`src/rtl/acd_pkg.sv`:
```
package acd_pkg;

  typedef enum logic [1:0] {
    MODE_DIV = 2'd0,
    MODE_BYP = 2'd1,
    MODE_PIN = 2'd2,
    MODE_RSV = 2'd3
  } path_mode_e;

endpackage

```
`src/rtl/acd_stage_cnt.sv`:
```
module acd_stage_cnt #(
  parameter int W = 8
) (
  input  logic         clk,
  input  logic         rst_n,
  input  logic         en,
  input  logic [W-1:0] lim_new,
  output logic         tick
);

  logic [W-1:0] cnt_q, cnt_d;
  logic [W-1:0] lim_q, lim_d;

  always_comb begin
    tick  = en && (cnt_q == lim_q);
    cnt_d = cnt_q;
    lim_d = lim_q;
    if (tick) begin
      cnt_d = '0;
      lim_d = lim_new;
    end else if (en) begin
      cnt_d = cnt_q + 1'b1;
    end
  end

  always_ff @(posedge clk or negedge rst_n) begin
    if (!rst_n) begin
      cnt_q <= '0;
      lim_q <= '0;
    end else begin
      cnt_q <= cnt_d;
      lim_q <= lim_d;
    end
  end


  lim_hold_chk: assert property (@(posedge clk) disable iff (!rst_n)
    !tick |=> $stable(lim_q));


  cnt_range_chk: assert property (@(posedge clk) disable iff (!rst_n)
    cnt_q <= lim_q);

endmodule

```
`src/rtl/acd_half_toggle.sv`:
```
module acd_half_toggle (
  input  logic clk,
  input  logic rst_n,
  input  logic tick,
  input  logic inv,
  output logic lvl,
  output logic ce
);

  logic q_q, q_d;

  always_comb begin
    q_d = q_q;
    if (tick) q_d = ~q_q;
    ce  = tick && (q_q == inv);
    lvl = q_q ^ inv;
  end

  always_ff @(posedge clk or negedge rst_n) begin
    if (!rst_n) q_q <= 1'b0;
    else        q_q <= q_d;
  end


  toggle_hold_chk: assert property (@(posedge clk) disable iff (!rst_n)
    !tick |=> $stable(q_q));


  ce_edge_chk: assert property (@(posedge clk) disable iff (!rst_n)
    ce |=> (q_q != $past(q_q)));

endmodule

```
`src/rtl/acd_pin_sync.sv`:
```
module acd_pin_sync #(
  parameter int STAGES = 2
) (
  input  logic clk,
  input  logic rst_n,
  input  logic pin,
  output logic rise
);

  logic [STAGES-1:0] sh_q;
  logic              prev_q;

  genvar g;
  generate
    for (g = 0; g < STAGES; g++) begin : g_stage
      if (g == 0) begin : g_first
        always_ff @(posedge clk or negedge rst_n) begin
          if (!rst_n) sh_q[g] <= 1'b0;
          else        sh_q[g] <= pin;
        end
      end else begin : g_next
        always_ff @(posedge clk or negedge rst_n) begin
          if (!rst_n) sh_q[g] <= 1'b0;
          else        sh_q[g] <= sh_q[g-1];
        end
      end
    end
  endgenerate

  always_ff @(posedge clk or negedge rst_n) begin
    if (!rst_n) prev_q <= 1'b0;
    else        prev_q <= sh_q[STAGES-1];
  end

  always_comb rise = sh_q[STAGES-1] & ~prev_q;

endmodule

```
`src/rtl/audclk_divchain.sv`:
```
module audclk_divchain
  import acd_pkg::*;
#(
  parameter int MOD_W       = 8,
  parameter int FINE_W      = 4,
  parameter int PRE_DIV     = 8,
  parameter int SYNC_STAGES = 2
) (
  input  logic              clk,
  input  logic              rst_n,
  input  logic [1:0]        cfg_mode,
  input  logic              cfg_presc8,
  input  logic [MOD_W-1:0]  cfg_mod_m1,
  input  logic [FINE_W-1:0] cfg_fine_m1,
  input  logic              cfg_bck_inv,
  input  logic              cfg_mck_inv,
  input  logic              mck_pin_in,
  output logic              mck_out,
  output logic              mck_oe,
  output logic              mck_ce,
  output logic              bck_out,
  output logic              bck_ce
);

  localparam int PRE_W = (PRE_DIV > 1) ? $clog2(PRE_DIV) : 1;
  localparam logic [PRE_W-1:0] PRE_LIM = PRE_W'(PRE_DIV - 1);

  logic [1:0] rst_pipe_q;
  logic       rst_s;

  always_ff @(posedge clk or negedge rst_n) begin
    if (!rst_n) rst_pipe_q <= 2'b00;
    else        rst_pipe_q <= {rst_pipe_q[0], 1'b1};
  end
  assign rst_s = rst_pipe_q[1];

  path_mode_e mode;
  logic       is_pin, is_byp;
  logic       pin_rise, src_en;
  logic [PRE_W-1:0] pre_lim;
  logic       pre_tick, mod_tick, fine_tick;
  logic       mq_lvl, mq_ce, bq_lvl, bq_ce;

  always_comb begin
    mode    = path_mode_e'(cfg_mode);
    is_pin  = (mode == MODE_PIN);
    is_byp  = (mode == MODE_BYP);
    src_en  = rst_s & (is_pin ? pin_rise : 1'b1);
    pre_lim = cfg_presc8 ? PRE_LIM : '0;
  end

  acd_pin_sync #(.STAGES(SYNC_STAGES)) u_sync (
    .clk (clk), .rst_n (rst_s), .pin (mck_pin_in), .rise (pin_rise)
  );

  acd_stage_cnt #(.W(PRE_W)) u_pre (
    .clk (clk), .rst_n (rst_s), .en (src_en), .lim_new (pre_lim), .tick (pre_tick)
  );

  acd_stage_cnt #(.W(MOD_W)) u_mod (
    .clk (clk), .rst_n (rst_s), .en (pre_tick), .lim_new (cfg_mod_m1), .tick (mod_tick)
  );

  acd_stage_cnt #(.W(FINE_W)) u_fine (
    .clk (clk), .rst_n (rst_s), .en (mod_tick), .lim_new (cfg_fine_m1), .tick (fine_tick)
  );

  acd_half_toggle u_mck_half (
    .clk (clk), .rst_n (rst_s), .tick (mod_tick), .inv (cfg_mck_inv),
    .lvl (mq_lvl), .ce (mq_ce)
  );

  acd_half_toggle u_bck_half (
    .clk (clk), .rst_n (rst_s), .tick (fine_tick), .inv (cfg_bck_inv),
    .lvl (bq_lvl), .ce (bq_ce)
  );

  always_comb begin
    mck_oe  = ~is_pin;
    bck_out = bq_lvl;
    bck_ce  = bq_ce;
    if (is_pin) begin
      mck_out = 1'b0;
      mck_ce  = 1'b0;
    end else if (is_byp) begin
      mck_out = clk ^ cfg_mck_inv;
      mck_ce  = rst_s;
    end else begin
      mck_out = mq_lvl;
      mck_ce  = mq_ce;
    end
  end


  pin_gate_chk: assert property (@(posedge clk) disable iff (!rst_s)
    (is_pin && !pin_rise) |-> !pre_tick);

endmodule

```
`config.mk`:
```
export PLATFORM = sky130hd
export DESIGN_NAME = audclk_divchain
export DESIGN_NICKNAME = d
export VERILOG_FILES = /design/src/rtl/acd_pkg.sv /design/src/rtl/acd_stage_cnt.sv /design/src/rtl/acd_half_toggle.sv /design/src/rtl/acd_pin_sync.sv /design/src/rtl/audclk_divchain.sv
export SDC_FILE = /design/constraint.sdc
export NUM_CORES = 1
export LEC_CHECK = 0
export BUFFER_PORTS_ARGS = -buffer_cell sky130_fd_sc_hd__buf_2
export CAP_MARGIN = 30
export CORE_MARGIN = 2
export CORE_UTILIZATION = 45
export CTS_BUF_LIST = sky130_fd_sc_hd__clkbuf_4 sky130_fd_sc_hd__clkbuf_8
export CTS_CLUSTER_SIZE = 25
export DETAILED_ROUTE_END_ITERATION = 8
export PLACE_DENSITY = 0.66
export RECOVER_POWER = 50
export SYNTH_ARGS = -nofsm -noshare
export SYNTH_HDL_FRONTEND = slang
export SYNTH_SLANG_ARGS = --single-unit
```
`constraint.sdc`:
```
create_clock -name clk -period 3.6 [get_ports clk]
set_clock_uncertainty 0.1 [all_clocks]
set_input_delay 0.36 -clock clk [delete_from_list [all_inputs] [get_ports clk]]
set_output_delay 0.36 -clock clk [all_outputs]
set_load 0.01 [all_outputs]
```
==> impl_metrics.toml, run 1 <==
[power_and_ir_drop]
leakagePower_uw = 0.000979
switching_share_pct = 29.7
power_switching_uw = 324
power_frac_seq_pct = 46.6
power_frac_comb_pct = 17.7
intPower_uw = 766
peakVddDrop_uv = 323
p_clk_share_pct = 35.6
power_density_nw_per_um2 = 522

[placed_design]
post-place-ws_ps = 998
io_buffers = 24
gp_congestion = 0.793
dp_hpwl_mm = 2.38
place_inst = 223

[global_routing]
grt_use_met1_pct = 20.1
grt_pass1_wl_mm = 5.98
grt_use_met2_pct = 29.6
busiest_layer = "met2"
grtUsageTotal_pct = 19.2
antenna_found_initial = 0
grt_start_max_net_pins = 37
grt_pass1_vias = 1382
grt_overflow = 0
gr-usage-met3_pct = 8.28

[finish]
final_cell_mix = "dfrtp_1, buf_2, nand2_1, xnor2_1, mux2_2"
antenna_cells = 0
drive_gt1_share_pct = 29.3
area_growth_pct = 18.0
nets = 210
final_common_cell = "dfrtp_1"
fin_cells = 236

[sta]
hold_viol_final = 0
final_max_slew_viol_count = 0
slew_headroom_pct = 64.1
rsz0062_at_grt = "false"
worst_slew_pin_slew_ps = 533
setup_viol_count_final = 0
tns_ps = 0
final.setup.worst_slack_ps = 734

[floorplanning]
die_w_um = 66.7
dieHeight_um = 66.7
core_area_um2 = 3720
ios = 25
rows = 22
die_area_um2 = 4450
initial_utilization_pct = 47.6

[logic_synthesis]
syn_inst = 152
ys_ff_latch = 35
syn_avg_cell_area_um2 = 11.6
yosysWarnings = 0
synth_area_leaders = "dfrtp_1, mux2_2, xnor2_1"
synth.yosys.seq_area_share_pct = 49.5
syn_nets = 175
yosysTopAreaCell = "dfrtp_1"
yosysUniqueCellTypes = 39
synth_top_area_share_pct = 49.5
netlist_area_um2 = 1770

[job]
maxCapViolCount = 0

[setup_path]
critPathRequiredTime_ps = 3140
worst_setup_path_start_kind = "clock port"
path_class = "clk -> out"
worst_setup_path_end_kind = "primary output"
cp.arrival_ps = 2410
crit_fanout = 2

[clock_network]
clkSlewWorstSetupHoldPaths_ps = 70
clock_latency_ps = 380
cts_tree = "built"

[route]
first_iter_violations = 49
final_antenna_net_count = 0
drc_errors = 0
wl_per_cell_um = 14.2
via_count = 1285
drtPass1Iterations = 4
avgViaCountPerCell = 5.44
wirelength_mm = 3.36

[run_status]
status = "completed"

[min_path]
hold_class = "in -> reg"
-- sequential cells by signal, summed over array words and instances, names as in the netlist --
signal and count:
rst_pipe_q 2, u_bck_half.q_q 1, u_fine.cnt_q 4, u_fine.lim_q 4, u_mck_half.q_q 1, u_mod.cnt_q 8
u_mod.lim_q 8, u_pre.cnt_q 3, u_pre.lim_q 1, u_sync.prev_q 1, u_sync.sh_q 2
-- synth_stat cells --
cell,n
mux2_2,12
mux2_4,1
nor3_4,1
or4b_1,1
and4_1,2
o21ai_0,8
clkbuf_1,1
nor2b_1,1
nand2b_1,4
or4_1,1
o31ai_1,1
mux2i_1,2
nor3b_2,1
inv_1,6
or3_1,2
xnor2_1,14
conb_1,1
o22ai_1,2
a41oi_1,1
ha_1,3
o21ai_1,1
dfrtp_1,35
nand3_1,3
o221ai_4,1
nor4_4,2
xor2_1,3
a21oi_1,4
o221a_2,1
nor3_1,2
a21o_1,1
buf_6,2
a2111oi_0,1
nand4b_1,1
a41o_1,1
nand4_1,4
o41ai_1,2
nand2_1,15
nor2_1,4
o211ai_1,4
-- through the flow --
stage / power [uW] / util, % / hold slack, ps / instance area, um^2
after global placement: 707 / 52.2 / 44.9 / 1940
after detailed placement: 726 / 52.2 / 48.2 / 1940
after CTS: 1110 / 56.2 / 71.7 / 2090
final: 1090 / 56.2 / 84.6 / 2090
after floorplan: 664 / - / -35.6 / 1770
after global routing: 1170 / 56.2 / 91.4 / 2090
-- worst paths after layout --
check | from | endpoint | slack [ps] | cells past startpoint
min in group asynchronous | rst_n | rst_pipe_q[0] | 190 | 2
worst max register to register | u_mod.cnt_q[4] | u_mod.lim_q[3] | 1240 | 5
max in group asynchronous | rst_pipe_q[1] | u_fine.cnt_q[0] | 2830 | 1
worst max-delay path | clk | mck_out | 730 | 5
worst min-delay path | cfg_presc8 | u_pre.lim_q[1] | 80 | 3
worst min register to register | rst_pipe_q[1] | u_sync.prev_q | 260 | 1
-- critical path, cell delays in order --
cell,delay (ps)
clkbuf_8,110
clkbuf_8,120
xnor2_1,110
o22ai_1,110
buf_2,150
-- power by group through the flow --
stage                     clock [uW]  combinational (uW)  sequential (uW)
after global placement          17.4                 181              509
final                            388                 193              508
after floorplan                 14.9                 144              505
after CTS                        402                 197              508
after global routing             430                 223              518
after detailed placement        17.4                 194              515
-- area by class of cell --
cell class | count | area [um^2]
tap | 48 | 60.1
sequential | 35 | 876
clock inverter | 1 | 5.00
inverter | 6 | 22.5
fill | 323 | 1630
clock buffer | 11 | 130
multi-input combinational | 108 | 846
timing repair buffer | 27 | 149
-- cell families (layout without fill, tap and decap cells) --
logic type,Yosys count,in the layout,synth area share (%)
compound gates,28,28,11.6
mux,15,15,9.61
flops,35,35,49.5
buf+inv,9,45,2.76
fa+ha+maj,3,3,2.12
simple gates,44,44,15.8
xor+xnor,17,17,8.41
other cells,1,1,0.212
-- layer usage --
layer / part of all wire [%] / vias up
li1: - / 624
met1: 43 / 624
met2: 49 / 29
met3: 5.2 / 8
met4: 2.2 / 0
met5: 0 / -
-- timing repair --
action / 4_1_cts / 5_1_grt
buffers inserted: 0 / 0
hold buffers: 2 / 0
gates resized for setup: 0 / 0
endpoints found under the hold margin: 3 / 0
Note: power is estimated with default switching activity, not from simulation.
==> inputs of run 2 (changes only) <==
- clock period: 3.6 -> 2.8 ns (I/O delays scaled with it)
==> run 2 against run 1 <==
Total power rose by 39%. Clock-buffer cell count shrank 1. Design area increased by 5.3%. Core utilization grew 3.0 points. Critical path type is now reg -> out. Largest cell class unchanged.
==> impl_metrics.toml, run 2 (synthesis gave the netlist of run 1 again) <==
[power_and_ir_drop]
leakagePower_uw = 0.00103
power_switching_uw = 426
switching_share_pct = 28.1
power_density_nw_per_um2 = 688
intPower_uw = 1090
p_clk_share_pct = 39.9
power_frac_comb_pct = 17.1
power_frac_seq_pct = 43.0
peakVddDrop_uv = 427

[sta]
rsz0062_at_grt = "false"
setup_viol_count_final = 0
finalCritPeriodShare_pct = 91.9
period_needed_ps = 2570
hold_viol_final = 0
tns_ps = 0
final_max_slew_viol_count = 0
fmax_ghz = 0.389
holdWs_ps = 17.7
slew_headroom_pct = 62.9
worst_slew_pin_slew_ps = 551

[job]
maxCapViolCount = 0

[floorplanning]
initial_utilization_pct = 47.6
core_area_um2 = 3720
die_w_um = 66.7
die_area_um2 = 4450
rows = 22
dieHeight_um = 66.7
ios = 25

[finish]
nets = 219
antenna_cells = 0
reg.largest.list = "u_mod.cnt_q x8, u_mod.lim_q x8"
n_fill_cell = 320
final_cell_mix = "dfrtp_1, buf_2, nand2_1, xnor2_1, mux2_2"
seqCellArea_um2 = 876
drive_gt1_share_pct = 29.4
area_growth_pct = 24.2
final_common_cell = "dfrtp_1"
multi_input_area_um2 = 846

[clock_network]
post_cts_resized = 0
clkSlewWorstSetupHoldPaths_ps = 70
clock_latency_ps = 400
cts_tree = "built"
postCtsSetupRepairBufs = 0
cts_hold_buffers = 8

[setup_path]
crit_fanout = 6
r2r-end = "u_fine.lim_q[1]"
cp.arrival_ps = 2190
r2r_start = "u_pre.lim_q[1]"
critPathRequiredTime_ps = 2420
worst_setup_path_end_kind = "primary output"
path_class = "reg -> out"
ff2ff_setup_slack_ps = 530
reg2reg_depth = 5
worst_setup_path_start_kind = "flop"

[route]
wirelength_mm = 3.45
drtPass1Iterations = 4
first_iter_violations = 74
drc_errors = 0
avgViaCountPerCell = 5.38
final_antenna_net_count = 0
via_count = 1317
wl_per_cell_um = 14.1

[placed_design]
gp_congestion = 0.708
io_buffers = 24
dp_hpwl_mm = 2.44

[global_routing]
grt_pass1_wl_mm = 5.81
grtUsageTotal_pct = 18.6
grt_start_max_net_pins = 37
grt_pass1_vias = 1318
antenna_found_initial = 0
grt_overflow = 0

[min_path]
hp-start = "cfg_mod_m1[0]"
min_to = "u_mod.lim_q[0]"
hold_depth = 2
hold_class = "in -> reg"

[run_status]
status = "completed"
==> run 2: worst max path at each step <==
stage	from	end
finish	u_pre.lim_q[1]	bck_ce
global route	u_pre.lim_q[1]	bck_ce
CTS	u_pre.lim_q[1]	bck_ce
detailed placement	u_pre.lim_q[1]	u_fine.lim_q[1]
global placement	u_pre.lim_q[1]	u_fine.lim_q[3]
floorplan	rst_pipe_q[1]	bck_ce
==> run 2: final cells by class <==
cell class | instances | area share [%]
well taps | 48 | 2.73
clock buffers | 10 | 5.86
clock inverters | 2 | 1.59
flip-flops and latches | 35 | 39.8
repair buffers | 36 | 10.5
multi-input cells | 108 | 38.5
inverters | 6 | 1.02
==> run 2: power groups by stage <==
stage | clock, uW | sequential, uW | combinational, uW
detailed placement | 22.4 | 662 | 257
global placement | 22.4 | 655 | 239
finish | 604 | 650 | 260
floorplan | 19.2 | 649 | 186
CTS | 623 | 652 | 265
global route | 646 | 666 | 295
==> run 2: stage by stage <==
stage	setup WS [ps]	instance area [um^2]	std cells	power, uW	util (%)
final	228	2200	245	1510	59.2
after global routing	102	2200	245	1610	59.2
after CTS	173	2200	245	1540	59.2
after detailed placement	524	1960	226	941	52.8
after global placement	604	1960	226	916	52.8
after floorplan	149	1770	152	854	-
==> run 2: per-layer routing <==
layer	track usage, %	wire length [um]
met1	20.5	1460
met5	0	0
met3	8.61	224
met2	29.5	1710
met4	10.5	51
==> run 2: worst max-delay path: stages, from the launching register on <==
cell and delay, ps:
dfrtp_1 420, nor4_4 440, o221ai_4 160, nor3_4 360, nor3b_2 250, buf_2 160
==> inputs of run 3 (changes only) <==
- CAP_MARGIN: 30 -> default
- CORE_UTILIZATION: 45 -> 50
- GPL_TIMING_DRIVEN: default -> 0
- PLACE_DENSITY: 0.66 -> 0.72
==> run 3 against run 2 <==
Critical path depth grew 1. Wire length up 4.6%. First-iteration DRC count down 38%. Clock-buffer cell count is 1 higher. Combinational power rose by 7%. Global-route usage up 1.2 points. Die area shrank 9.4%. Largest cell class unchanged. Core utilization is 6.9 points higher. Fmax decreased by 3.0%.
==> impl_metrics.toml, run 3 (synthesis gave the netlist of run 1 again) <==
[power_and_ir_drop]
leakagePower_uw = 0.00104
p_total_uw = 1300
peakVddDrop_uv = 390
power_density_nw_per_um2 = 587

[sta]
setup_viol_count_final = 0
rsz0062_at_grt = "false"
hold_viol_final = 0
worst_slew_pin_slew_ps = 1040
final.setup.worst_slack_ps = 148
finalCritPeriodShare_pct = 94.7
fmax_ghz = 0.377
period_needed_ps = 2650
slew_headroom_pct = 30.5
final_max_slew_viol_count = 0

[route]
first_iter_violations = 46
via_count = 1347
final_antenna_net_count = 0
wl_per_cell_um = 14.2
drc_errors = 0
wirelength_mm = 3.61
drtPass1Iterations = 5
avgViaCountPerCell = 5.30

[clock_network]
cts_tree = "built"
clkSlewWorstSetupHoldPaths_ps = 100
clock_latency_ps = 460

[setup_path]
cp.arrival_ps = 2270
slowest_stage = "dfrtp_1"
worstPathCellList = "nor4_4, o221ai_4, nor3_4, buf_6, nor3b_2, buf_2"
critical_path.max_stage_delay_ps = 450
path_class = "reg -> out"
worst_setup_path_start_kind = "flop"
critPathRequiredTime_ps = 2420
worst_setup_path_end_kind = "primary output"
crit_fanout = 10

[placed_design]
place_inst = 222
io_buffers = 24
post-place-ws_ps = 107
dp_hpwl_mm = 2.31
post_dp_cell_area_um2 = 1950
gp_congestion = 0.815

[floorplanning]
die_area_um2 = 4030
ios = 25
core_area_um2 = 3360
rows = 21
die_w_um = 63.5
initial_utilization_pct = 52.6
dieHeight_um = 63.5

[finish]
final_common_cell = "dfrtp_1"
final_cell_mix = "dfrtp_1, buf_2, nand2_1, dlygate4sd3_1, xnor2_1"
area_growth_pct = 25.5
drive_gt1_share_pct = 29.3
antenna_cells = 0
design_area_um2 = 2220
nets = 230
reg.largest.list = "u_mod.cnt_q x8, u_mod.lim_q x8"
fin_util_pct = 66.1
fin_cells = 254

[global_routing]
grt_overflow = 0
grt_pass1_vias = 1337
grt_pass1_wl_mm = 6.00
grt_start_max_net_pins = 38
grtUsageTotal_pct = 19.8
antenna_found_initial = 0

[min_path]
hold_class = "in -> async"

[run_status]
status = "completed"

[job]
maxCapViolCount = 0
[run 3: path summary, 6_finish.rpt]
| check | from | to | cells past startpoint | slack, ps |
|---|---|---|---|---|
| worst max-delay path | u_pre.cnt_q[1] | bck_ce | 6 | 150 |
| worst min-delay path | rst_n | rst_pipe_q[1] | 2 | 40 |
| worst max register to register | u_pre.cnt_q[1] | u_fine.lim_q[1] | 4 | 610 |
| worst min register to register | rst_pipe_q[1] | u_mod.cnt_q[4] | 0 | 110 |
| max in group asynchronous | rst_pipe_q[1] | u_mod.cnt_q[0] | 1 | 1260 |
| min in group clk | u_sync.sh_q[0] | u_sync.sh_q[1] | 0 | 260 |
[run 3: layout make-up]
class                   instances  area [um^2]
plain buffers                   3         26.3
clock buffers                  11         80.1
flip-flops and latches         35          880
clock inverters                 1         5.00
inverters                       6         22.5
repair buffers                 44          305
well taps                      46         57.6
fillers                       286         1140
multi-input cells             108          846
[run 3: where the power goes]
group	internal [uW]	switching, uW	leakage (uW)	total, uW
Sequential	566	92.2	0.000439	658
Clock	179	190	0.0000577	369
Combinational	139	139	0.000542	277
Total	884	421	0.00104	1300
[run 3: timing repair]
action / in CTS / in global routing
endpoints found under the hold margin: 16 / 0
hold buffers: 15 / 0
resized for setup: 1 / 0
buffers inserted: 1 / 5
endpoints found under the setup margin: 2 / 2
pin swaps: 1 / 3
[run 3: metrics by stage]
| step | hold WS, ps | setup TNS, ps |
|---|---|---|
| 6_report | 40.4 | 0 |
| 5_1_grt | 12.7 | 0 |
| 4_1_cts | 3.36 | 0 |
| 3_5_place_dp | -33.4 | 0 |
| 3_3_place_gp | -35.5 | -2530 |
| 2_1_floorplan | -116 | 0 |
[run 3: critical path: cells and delay by family (launching register included)]
kind	cells	cell delay, ps
AOI/OAI and AO/OA	1	240
and+or+nand+nor	3	790
buffers and inverters	2	340
DFF	1	450
[run 3: routing by layer]
metal	track usage (%)	vias up	wire [um]
li1	-	658	-
met5	0	-	0
met2	31.8	31	1820
met4	8.15	0	85
met1	23.3	650	1510
met3	8.39	8	190
